[src/rtl/clmul_pkg.sv]
package clmul_pkg;

    localparam int unsigned INSN_W   = 32;
    localparam int unsigned VEC_W    = 128;
    localparam int unsigned HALF_W   = VEC_W / 2;
    localparam int unsigned LANE_W   = 8;
    localparam int unsigned LANE_CNT = HALF_W / LANE_W;

    // Fixed-bit pattern and mask of the multiply-long encoding class.
    localparam logic [INSN_W-1:0] OPC_PATTERN = 32'h0E20_E000;
    localparam logic [INSN_W-1:0] OPC_MASK    = 32'hBF20_FC00;

    localparam int unsigned SIZE_LO  = 22;
    localparam int unsigned HALF_BIT = 30;

    typedef enum logic [1:0] {
        SZ_BYTE = 2'd0,
        SZ_RSV1 = 2'd1,
        SZ_RSV2 = 2'd2,
        SZ_WIDE = 2'd3
    } elem_size_e;

    typedef struct packed {
        logic       legal;
        logic       wide;
        logic       upper;
        elem_size_e size;
    } op_decode_t;

    typedef struct packed {
        logic [HALF_W-1:0] mul;
        logic [HALF_W-1:0] mcand;
    } operand_pair_t;

    function automatic logic [HALF_W-1:0] pick_half(
        input logic [VEC_W-1:0] v,
        input logic             upper
    );
        return upper ? v[VEC_W-1:HALF_W] : v[HALF_W-1:0];
    endfunction

    // Number of multiplier bits a shape needs.
    function automatic int unsigned shape_bits(input logic wide);
        return wide ? HALF_W : LANE_W;
    endfunction

endpackage

[src/rtl/clmul_decode.sv]
module clmul_decode
    import clmul_pkg::*;
(
    input  logic [INSN_W-1:0] insn_i,
    output op_decode_t        dec_o
);
    logic       class_hit;
    elem_size_e size;

    always_comb begin
        class_hit = ((insn_i & OPC_MASK) == OPC_PATTERN);
        size      = elem_size_e'(insn_i[SIZE_LO+1:SIZE_LO]);
        dec_o.size  = size;
        dec_o.upper = insn_i[HALF_BIT];
        dec_o.wide  = (size == SZ_WIDE);
        unique case (size)
            SZ_BYTE, SZ_WIDE: dec_o.legal = class_hit;
            default:          dec_o.legal = 1'b0;
        endcase
    end

    // reserved sizes never decode as legal
    always_comb begin
        a_r2_reserved_size: assert (!(dec_o.legal &&
            (insn_i[SIZE_LO+1:SIZE_LO] == 2'd1 || insn_i[SIZE_LO+1:SIZE_LO] == 2'd2)));
    end

endmodule

[src/rtl/clmul_src_select.sv]
module clmul_src_select
    import clmul_pkg::*;
(
    input  logic [VEC_W-1:0] src_a_i,
    input  logic [VEC_W-1:0] src_b_i,
    input  logic             upper_i,
    output operand_pair_t    ops_o
);
    always_comb begin
        ops_o.mul   = pick_half(src_a_i, upper_i);
        ops_o.mcand = pick_half(src_b_i, upper_i);
    end
endmodule

[src/rtl/clmul_engine.sv]
module clmul_engine
    import clmul_pkg::*;
#(
    parameter int unsigned STEP_BITS = 4
) (
    input  logic              clk,
    input  logic              rst,
    input  logic              go_i,
    input  logic              wide_i,
    input  operand_pair_t     ops_i,
    output logic [VEC_W-1:0]  acc_o,
    output logic              busy_o,
    output logic              done_o
);
    localparam int unsigned BASE_W = $clog2(HALF_W) + 2;
    localparam logic [BASE_W-1:0] STEP = BASE_W'(STEP_BITS);
    localparam logic [BASE_W-1:0] LIM_BYTE = BASE_W'(LANE_W);
    localparam logic [BASE_W-1:0] LIM_WIDE = BASE_W'(HALF_W);

    logic [HALF_W-1:0] a_q, b_q;
    logic [VEC_W-1:0]  acc_q, acc_d, wide_nxt, byte_nxt;
    logic [BASE_W-1:0] base_q;
    logic              busy_q, done_q, wide_q, last_step;

    assign last_step = (base_q + STEP) >= (wide_q ? LIM_WIDE : LIM_BYTE);

    // Wide form: STEP_BITS rows of the 64x64 shift-and-xor array per cycle.
    always_comb begin
        logic [BASE_W-1:0] idx;
        wide_nxt = acc_q;
        for (int s = 0; s < STEP_BITS; s++) begin
            idx = base_q + BASE_W'(s);
            if (idx < LIM_WIDE && a_q[idx[$clog2(HALF_W)-1:0]])
                wide_nxt = wide_nxt ^ ({{HALF_W{1'b0}}, b_q} << idx[$clog2(HALF_W)-1:0]);
        end
    end

    // Byte form: independent 8x8 arrays, one per lane.
    for (genvar k = 0; k < LANE_CNT; k++) begin : g_lane
        logic [2*LANE_W-1:0] lane_acc;
        always_comb begin
            logic [BASE_W-1:0] idx;
            lane_acc = acc_q[2*LANE_W*k +: 2*LANE_W];
            for (int s = 0; s < STEP_BITS; s++) begin
                idx = base_q + BASE_W'(s);
                if (idx < LIM_BYTE && a_q[LANE_W*k + int'(idx[$clog2(LANE_W)-1:0])])
                    lane_acc = lane_acc ^
                        ({{LANE_W{1'b0}}, b_q[LANE_W*k +: LANE_W]} << idx[$clog2(LANE_W)-1:0]);
            end
        end
        assign byte_nxt[2*LANE_W*k +: 2*LANE_W] = lane_acc;
    end

    assign acc_d = wide_q ? wide_nxt : byte_nxt;

    always_ff @(posedge clk) begin
        if (rst) begin
            a_q    <= '0;
            b_q    <= '0;
            acc_q  <= '0;
            base_q <= '0;
            busy_q <= 1'b0;
            done_q <= 1'b0;
            wide_q <= 1'b0;
        end else begin
            done_q <= 1'b0;
            if (go_i && !busy_q) begin
                a_q    <= ops_i.mul;
                b_q    <= ops_i.mcand;
                wide_q <= wide_i;
                acc_q  <= '0;
                base_q <= '0;
                busy_q <= 1'b1;
            end else if (busy_q) begin
                acc_q  <= acc_d;
                base_q <= base_q + STEP;
                if (last_step) begin
                    busy_q <= 1'b0;
                    done_q <= 1'b1;
                end
            end
        end
    end

    assign acc_o  = acc_q;
    assign busy_o = busy_q;
    assign done_o = done_q;

    // completion only follows a busy cycle
    a_r6_done_after_busy: assert property (@(posedge clk) disable iff (rst)
        done_q |-> ($past(busy_q) && !busy_q));

    // byte-lane products never use their top bit
    a_r3_lane_msb_zero: assert property (@(posedge clk) disable iff (rst)
        (done_q && !wide_q) |-> (acc_q[15] == 1'b0 && acc_q[31] == 1'b0 &&
                                 acc_q[47] == 1'b0 && acc_q[63] == 1'b0 &&
                                 acc_q[79] == 1'b0 && acc_q[95] == 1'b0 &&
                                 acc_q[111] == 1'b0 && acc_q[127] == 1'b0));

    // accumulator is frozen while idle and not restarted
    a_r9_result_hold: assert property (@(posedge clk) disable iff (rst)
        (!busy_q && !go_i) |=> $stable(acc_q));

endmodule

[src/rtl/clmul_long_unit.sv]
module clmul_long_unit
    import clmul_pkg::*;
#(
    parameter int unsigned STEP_BITS = 4
) (
    input  logic         clk,
    input  logic         rst,
    input  logic         start_i,
    input  logic [31:0]  insn_i,
    input  logic [127:0] src_a_i,
    input  logic [127:0] src_b_i,
    output logic [127:0] result_o,
    output logic         done_o,
    output logic         illegal_o,
    output logic         busy_o
);
    op_decode_t    dec;
    operand_pair_t ops;
    logic          busy, accept, go, illegal_q;

    clmul_decode u_dec (
        .insn_i (insn_i),
        .dec_o  (dec)
    );

    clmul_src_select u_sel (
        .src_a_i (src_a_i),
        .src_b_i (src_b_i),
        .upper_i (dec.upper),
        .ops_o   (ops)
    );

    assign accept = start_i && !busy;
    assign go     = accept && dec.legal;

    clmul_engine #(.STEP_BITS(STEP_BITS)) u_eng (
        .clk    (clk),
        .rst    (rst),
        .go_i   (go),
        .wide_i (dec.wide),
        .ops_i  (ops),
        .acc_o  (result_o),
        .busy_o (busy),
        .done_o (done_o)
    );

    always_ff @(posedge clk) begin
        if (rst) illegal_q <= 1'b0;
        else     illegal_q <= accept && !dec.legal;
    end

    assign illegal_o = illegal_q;
    assign busy_o    = busy;

    // reject and complete are mutually exclusive
    a_r1_no_done_on_illegal: assert property (@(posedge clk) disable iff (rst)
        !(done_o && illegal_o));

    // a start during an operation is never reported as rejected
    a_r7_busy_start_ignored: assert property (@(posedge clk) disable iff (rst)
        (busy && start_i) |=> !illegal_o);

    // a legal start makes the unit busy on the next cycle
    a_r6_busy_after_go: assert property (@(posedge clk) disable iff (rst)
        go |=> busy_o);

endmodule

[config.mk]
export PLATFORM = sky130hd
export DESIGN_NAME = clmul_long_unit
export DESIGN_NICKNAME = d
export VERILOG_FILES = /design/src/rtl/clmul_pkg.sv /design/src/rtl/clmul_decode.sv /design/src/rtl/clmul_src_select.sv /design/src/rtl/clmul_engine.sv /design/src/rtl/clmul_long_unit.sv
export SDC_FILE = /design/constraint.sdc
export NUM_CORES = 2
export LEC_CHECK = 0
export CAP_MARGIN = 5
export CELL_PAD_IN_SITES_DETAIL_PLACEMENT = 1
export CELL_PAD_IN_SITES_GLOBAL_PLACEMENT = 1
export CORE_ASPECT_RATIO = 0.5
export CORE_MARGIN = 5
export CORE_UTILIZATION = 35
export CTS_CLUSTER_DIAMETER = 50
export DETAILED_ROUTE_END_ITERATION = 12
export PLACE_DENSITY = 0.76
export SLEW_MARGIN = 20
export SYNTH_ARGS = -nofsm -noshare
export SYNTH_HDL_FRONTEND = slang
export SYNTH_SLANG_ARGS = --single-unit
[constraint.sdc]
create_clock -name clk -period 3.9 [get_ports clk]
set_input_delay 0.78 -clock clk [delete_from_list [all_inputs] [get_ports clk]]
set_output_delay 0.78 -clock clk [all_outputs]
set_load 0.005 [all_outputs]
==> impl_metrics.py <==
metrics = {
    "finish": {
        "syn_to_layout_area_delta_pct": 28.3,
        "fillers": 9857,
        "final_layout_size_suffix_gt1_frac": 0.145,
        "design.final.nets": 4492,
        "post_layout_nonfiller_instances": 5331,
        "final_area_sq_um": 37000,
    },
    "worst_setup_path": {
        "worstPathCellList": "buf_4 -> mux2i_2 -> buf_4 -> a2bb2oi_1 -> mux2i_1 -> nand2_1 -> xnor2_1 -> xnor3_1 -> mux2i_1 -> a311o_1",
        "critical_path.endpoint_type": "flop",
        "critPathMaxFanout": 25,
        "worstSetupPathType": "reg -> reg",
        "cp_slowest_stage_delay_ns": 0.66,
        "worst_ep_arrival_time_ns": 4.43,
        "cp.required_ns": 4.38,
        "total_buffers_and_inverters_traversed_by_the_critical_path": 2,
        "worst_r2r_startpoint": "u_eng.base_q[2]",
        "timing.critical_path.slowest_stage_cell": "sky130_fd_sc_hd__dfxtp_4",
        "startpoint": "u_eng.base_q[2]",
        "critPathLaunchType": "flop",
        "crit_family": "multiplexers",
    },
    "logic_synthesis": {
        "synth_fp_nets": 4024,
        "ys_async_sr_fraction": 0,
        "synth.top_cells.by_count": "sky130_fd_sc_hd__nor2_1, sky130_fd_sc_hd__nand2_1, sky130_fd_sc_hd__xnor2_1",
        "synth_edf_count": 0,
        "top_area_cells_in_the_synthesized_netlist": "sky130_fd_sc_hd__dfxtp_1, sky130_fd_sc_hd__xnor2_1, sky130_fd_sc_hd__mux2i_1",
        "post_synth_instance_area_sq_um": 28800,
        "yosys_register_bits": 265,
        "synth_cell_types": 100,
        "netlist_instances": 3729,
        "sequential_cell_area_fraction_in_the_yosys_report": 0.184,
        "post_synthesis_cell_type_with_the_largest_combined_area": "sky130_fd_sc_hd__dfxtp_1",
        "yosysMostFrequentCell": "sky130_fd_sc_hd__nor2_1",
        "yosysWarningCount": 0,
        "most_frequently_used_flop_master_after_synthesis": "sky130_fd_sc_hd__dfxtp_1",
        "yosys.area.top_type_share": 0.184,
        "syn-mean-instance-area_sq_um": 7.73,
    },
    "power_and_ir_drop": {
        "p_per_area_nw_per_um2": 186,
        "leakage_nw": 12.2,
        "irDropWorstVdd_mv": 0.223,
    },
    "clock_tree": {
        "postCtsHoldBufs": 0,
        "numCtsBuffers": 37,
        "insertion_delay_ns": 0.59,
        "cts_sinks": 265,
        "htree_num_levels": 2,
        "clockBufferDepth": 3,
        "cts_root_buf": "sky130_fd_sc_hd__clkbuf_16",
        "cts_tree": "yes",
        "cts.repair_timing.setup_buffer_count": 0,
        "cts_resized": 0,
        "cts.reportedPaths.clkPinSlew_ns": 0.07,
    },
    "route": {
        "wl_per_cell_microns": 31.1,
        "drt_iter0_drc": 4589,
        "finalWirelength_mm": 166,
        "drt-pass1-iter-count": 7,
        "dr_total_vias": 32600,
        "route.detailed.drc": 0,
        "via_density": 6.11,
        "final_antenna_net_count": 0,
    },
    "timing": {
        "period_minus_slack_ns": 3.95,
        "grt_setup_unrepaired": "no",
        "setup_viol": 2,
        "worst_clock_skew_ns": 0.0225,
        "maxClockFrequency_mhz": 253,
        "timing_worst_slew_pin_value_ns": 1.16,
        "relSlewSlack": 0.212,
        "slew_violations": 0,
        "hold_violations": 0,
        "layout_worst_path_cycle_share": 1.01,
        "post-route-worst-setup-slack_ns": -0.0483,
    },
    "placed_design": {
        "dpl_cell_area_sq_um": 35700,
        "dp.cells": 5260,
        "detailed_place_hpwl_mm": 131,
        "final_replace_weighted_congestion": 1.10,
        "buffer_ports.inserted": 405,
        "detailedPlace.worstSlack_ns": 0.0357,
    },
    "global_route": {
        "grt.overflow.total": 0,
        "maximum_number_of_pins_on_one_net_before_global_route_repair": 116,
        "grt_pass1_wl_mm": 232,
        "grt_pass1_vias": 32200,
        "antenna_found_initial": 11,
        "grt_use_total": 0.357,
    },
    "floorplan": {
        "ios": 422,
        "starting_density_of_the_core": 0.353,
        "fp-row-count": 74,
        "core_sq_um": 81700,
        "die_area_sq_um": 88500,
        "die_w_microns": 416,
        "die_h_microns": 213,
    },
    "status": {
        "status": "complete, but fails checks",
        "violations": "negative setup slack",
    },
    "job": {
        "cap_violations": 0,
    },
    "worst_hold_path": {
        "holdCritStartpoint": "u_eng.acc_o[28]",
        "min-delay-path-class": "reg -> reg",
    },
}
-- kinds of logic (layout without fill, tap and decap cells) --
logic type      count (synthesis)  after routing  share of synthesized area
compound gates                674            674                      0.153
flops                         265            265                      0.184
simple gates                 1364           1364                      0.206
xor+xnor                      678            678                      0.228
other cells                     1              6                   0.000130
buf+inv                       357            852                     0.0586
fa+ha+maj                       4              4                    0.00174
mux                           386            386                      0.168
-- placed cells by master (no fill, tap or decap), types with 8 or more instances in the layout --
cell and n:
sky130_fd_sc_hd__xnor3_1 39, sky130_fd_sc_hd__a21oi_1 93, sky130_fd_sc_hd__nor3_1 73, sky130_fd_sc_hd__a22oi_1 49, sky130_fd_sc_hd__inv_6 8, sky130_fd_sc_hd__nand4_1 31, sky130_fd_sc_hd__and3_1 26, sky130_fd_sc_hd__a32oi_1 8
sky130_fd_sc_hd__mux4_2 70, sky130_fd_sc_hd__dfxtp_1 260, sky130_fd_sc_hd__clkdlybuf4s50_1 403, sky130_fd_sc_hd__or3_1 34, sky130_fd_sc_hd__a211oi_1 136, sky130_fd_sc_hd__buf_4 334, sky130_fd_sc_hd__nand3_1 62, sky130_fd_sc_hd__a31oi_1 16
sky130_fd_sc_hd__mux2i_1 247, sky130_fd_sc_hd__nor2_1 513, sky130_fd_sc_hd__nor4_1 34, sky130_fd_sc_hd__o21ai_1 16, sky130_fd_sc_hd__and2_1 15, sky130_fd_sc_hd__a2bb2oi_1 9, sky130_fd_sc_hd__o221ai_1 9, sky130_fd_sc_hd__xor2_1 164
sky130_fd_sc_hd__o22ai_1 19, sky130_fd_sc_hd__nand2_1 489, sky130_fd_sc_hd__inv_1 19, sky130_fd_sc_hd__clkbuf_16 37, sky130_fd_sc_hd__o2bb2ai_1 10, sky130_fd_sc_hd__xnor2_1 468, sky130_fd_sc_hd__o21a_1 14, sky130_fd_sc_hd__buf_12 25
sky130_fd_sc_hd__nor2b_1 12, sky130_fd_sc_hd__mux2_2 60, sky130_fd_sc_hd__o21ai_0 204, sky130_fd_sc_hd__nand2b_1 18
-- worst register-to-register path, stage by stage, from the launching register on --
cell and delay (ns):
sky130_fd_sc_hd__dfxtp_4 0.66, sky130_fd_sc_hd__buf_4 0.30, sky130_fd_sc_hd__mux2i_2 0.61, sky130_fd_sc_hd__buf_4 0.34, sky130_fd_sc_hd__a2bb2oi_1 0.53, sky130_fd_sc_hd__mux2i_1 0.28
sky130_fd_sc_hd__nand2_1 0.15, sky130_fd_sc_hd__xnor2_1 0.18, sky130_fd_sc_hd__xnor3_1 0.34, sky130_fd_sc_hd__mux2i_1 0.15, sky130_fd_sc_hd__a311o_1 0.31
-- layout make-up --
class	instances	area [sq um]	share of cell area
Multi-Input combinational cell	3107	21900	0.593
Timing Repair Buffer	763	7050	0.191
Sequential cell	265	5320	0.144
Tap cell	1102	1380	0.0373
Clock buffer	44	992	0.0268
Clock inverter	22	223	0.00602
Inverter	23	86.3	0.00233
Antenna cell	5	12.5	0.000338
-- report_power, final --
part | leakage [nW] | total [mW] | internal, mW | switching [mW]
sequential | 2.14 | 2.72 | 2.71 | 0.0112
combinational | 9.41 | 0.568 | 0.347 | 0.221
clock | 0.603 | 3.60 | 2.00 | 1.60
-- final timing paths --
| kind | endpoint | slack [ns] | cells after the start |
|---|---|---|---|
| max reg2reg | u_eng.acc_o[69] | -0.05 | 10 |
| min | u_eng.acc_o[28] | 0.48 | 2 |
| min reg2reg | u_eng.acc_o[28] | 0.48 | 2 |
| max | u_eng.acc_o[69] | -0.05 | 10 |
-- routing by layer --
| metal | global-route usage | vias up | wire, microns |
|---|---|---|---|
| met5 | 0.0143 | - | 249 |
| li1 | - | 13900 | - |
| met2 | 0.512 | 2016 | 66500 |
| met1 | 0.487 | 16300 | 69600 |
| met4 | 0.0955 | 10 | 5070 |
| met3 | 0.157 | 331 | 24300 |
-- state kept, by name, indices dropped and copies added, names as in the netlist --
name / flops
u_eng.acc_o: 127
illegal_o: 1
u_eng.base_q: 6
u_eng.wide_q: 1
u_eng.a_q: 64
u_eng.b_q: 64
u_eng.busy_o: 1
u_eng.done_o: 1
-- stage by stage --
step	hold slack (ns)	util	setup TNS, ns	power [mW]
floorplan	0.461	-	0	2.96
global placement	0.453	0.438	0	3.34
detailed placement	0.470	0.438	0	3.35
CTS	0.480	0.453	0	6.91
global route	0.510	0.453	0	7.05
finish	0.475	0.453	-0.0545	6.89
Power figures use the tool's default switching activity.
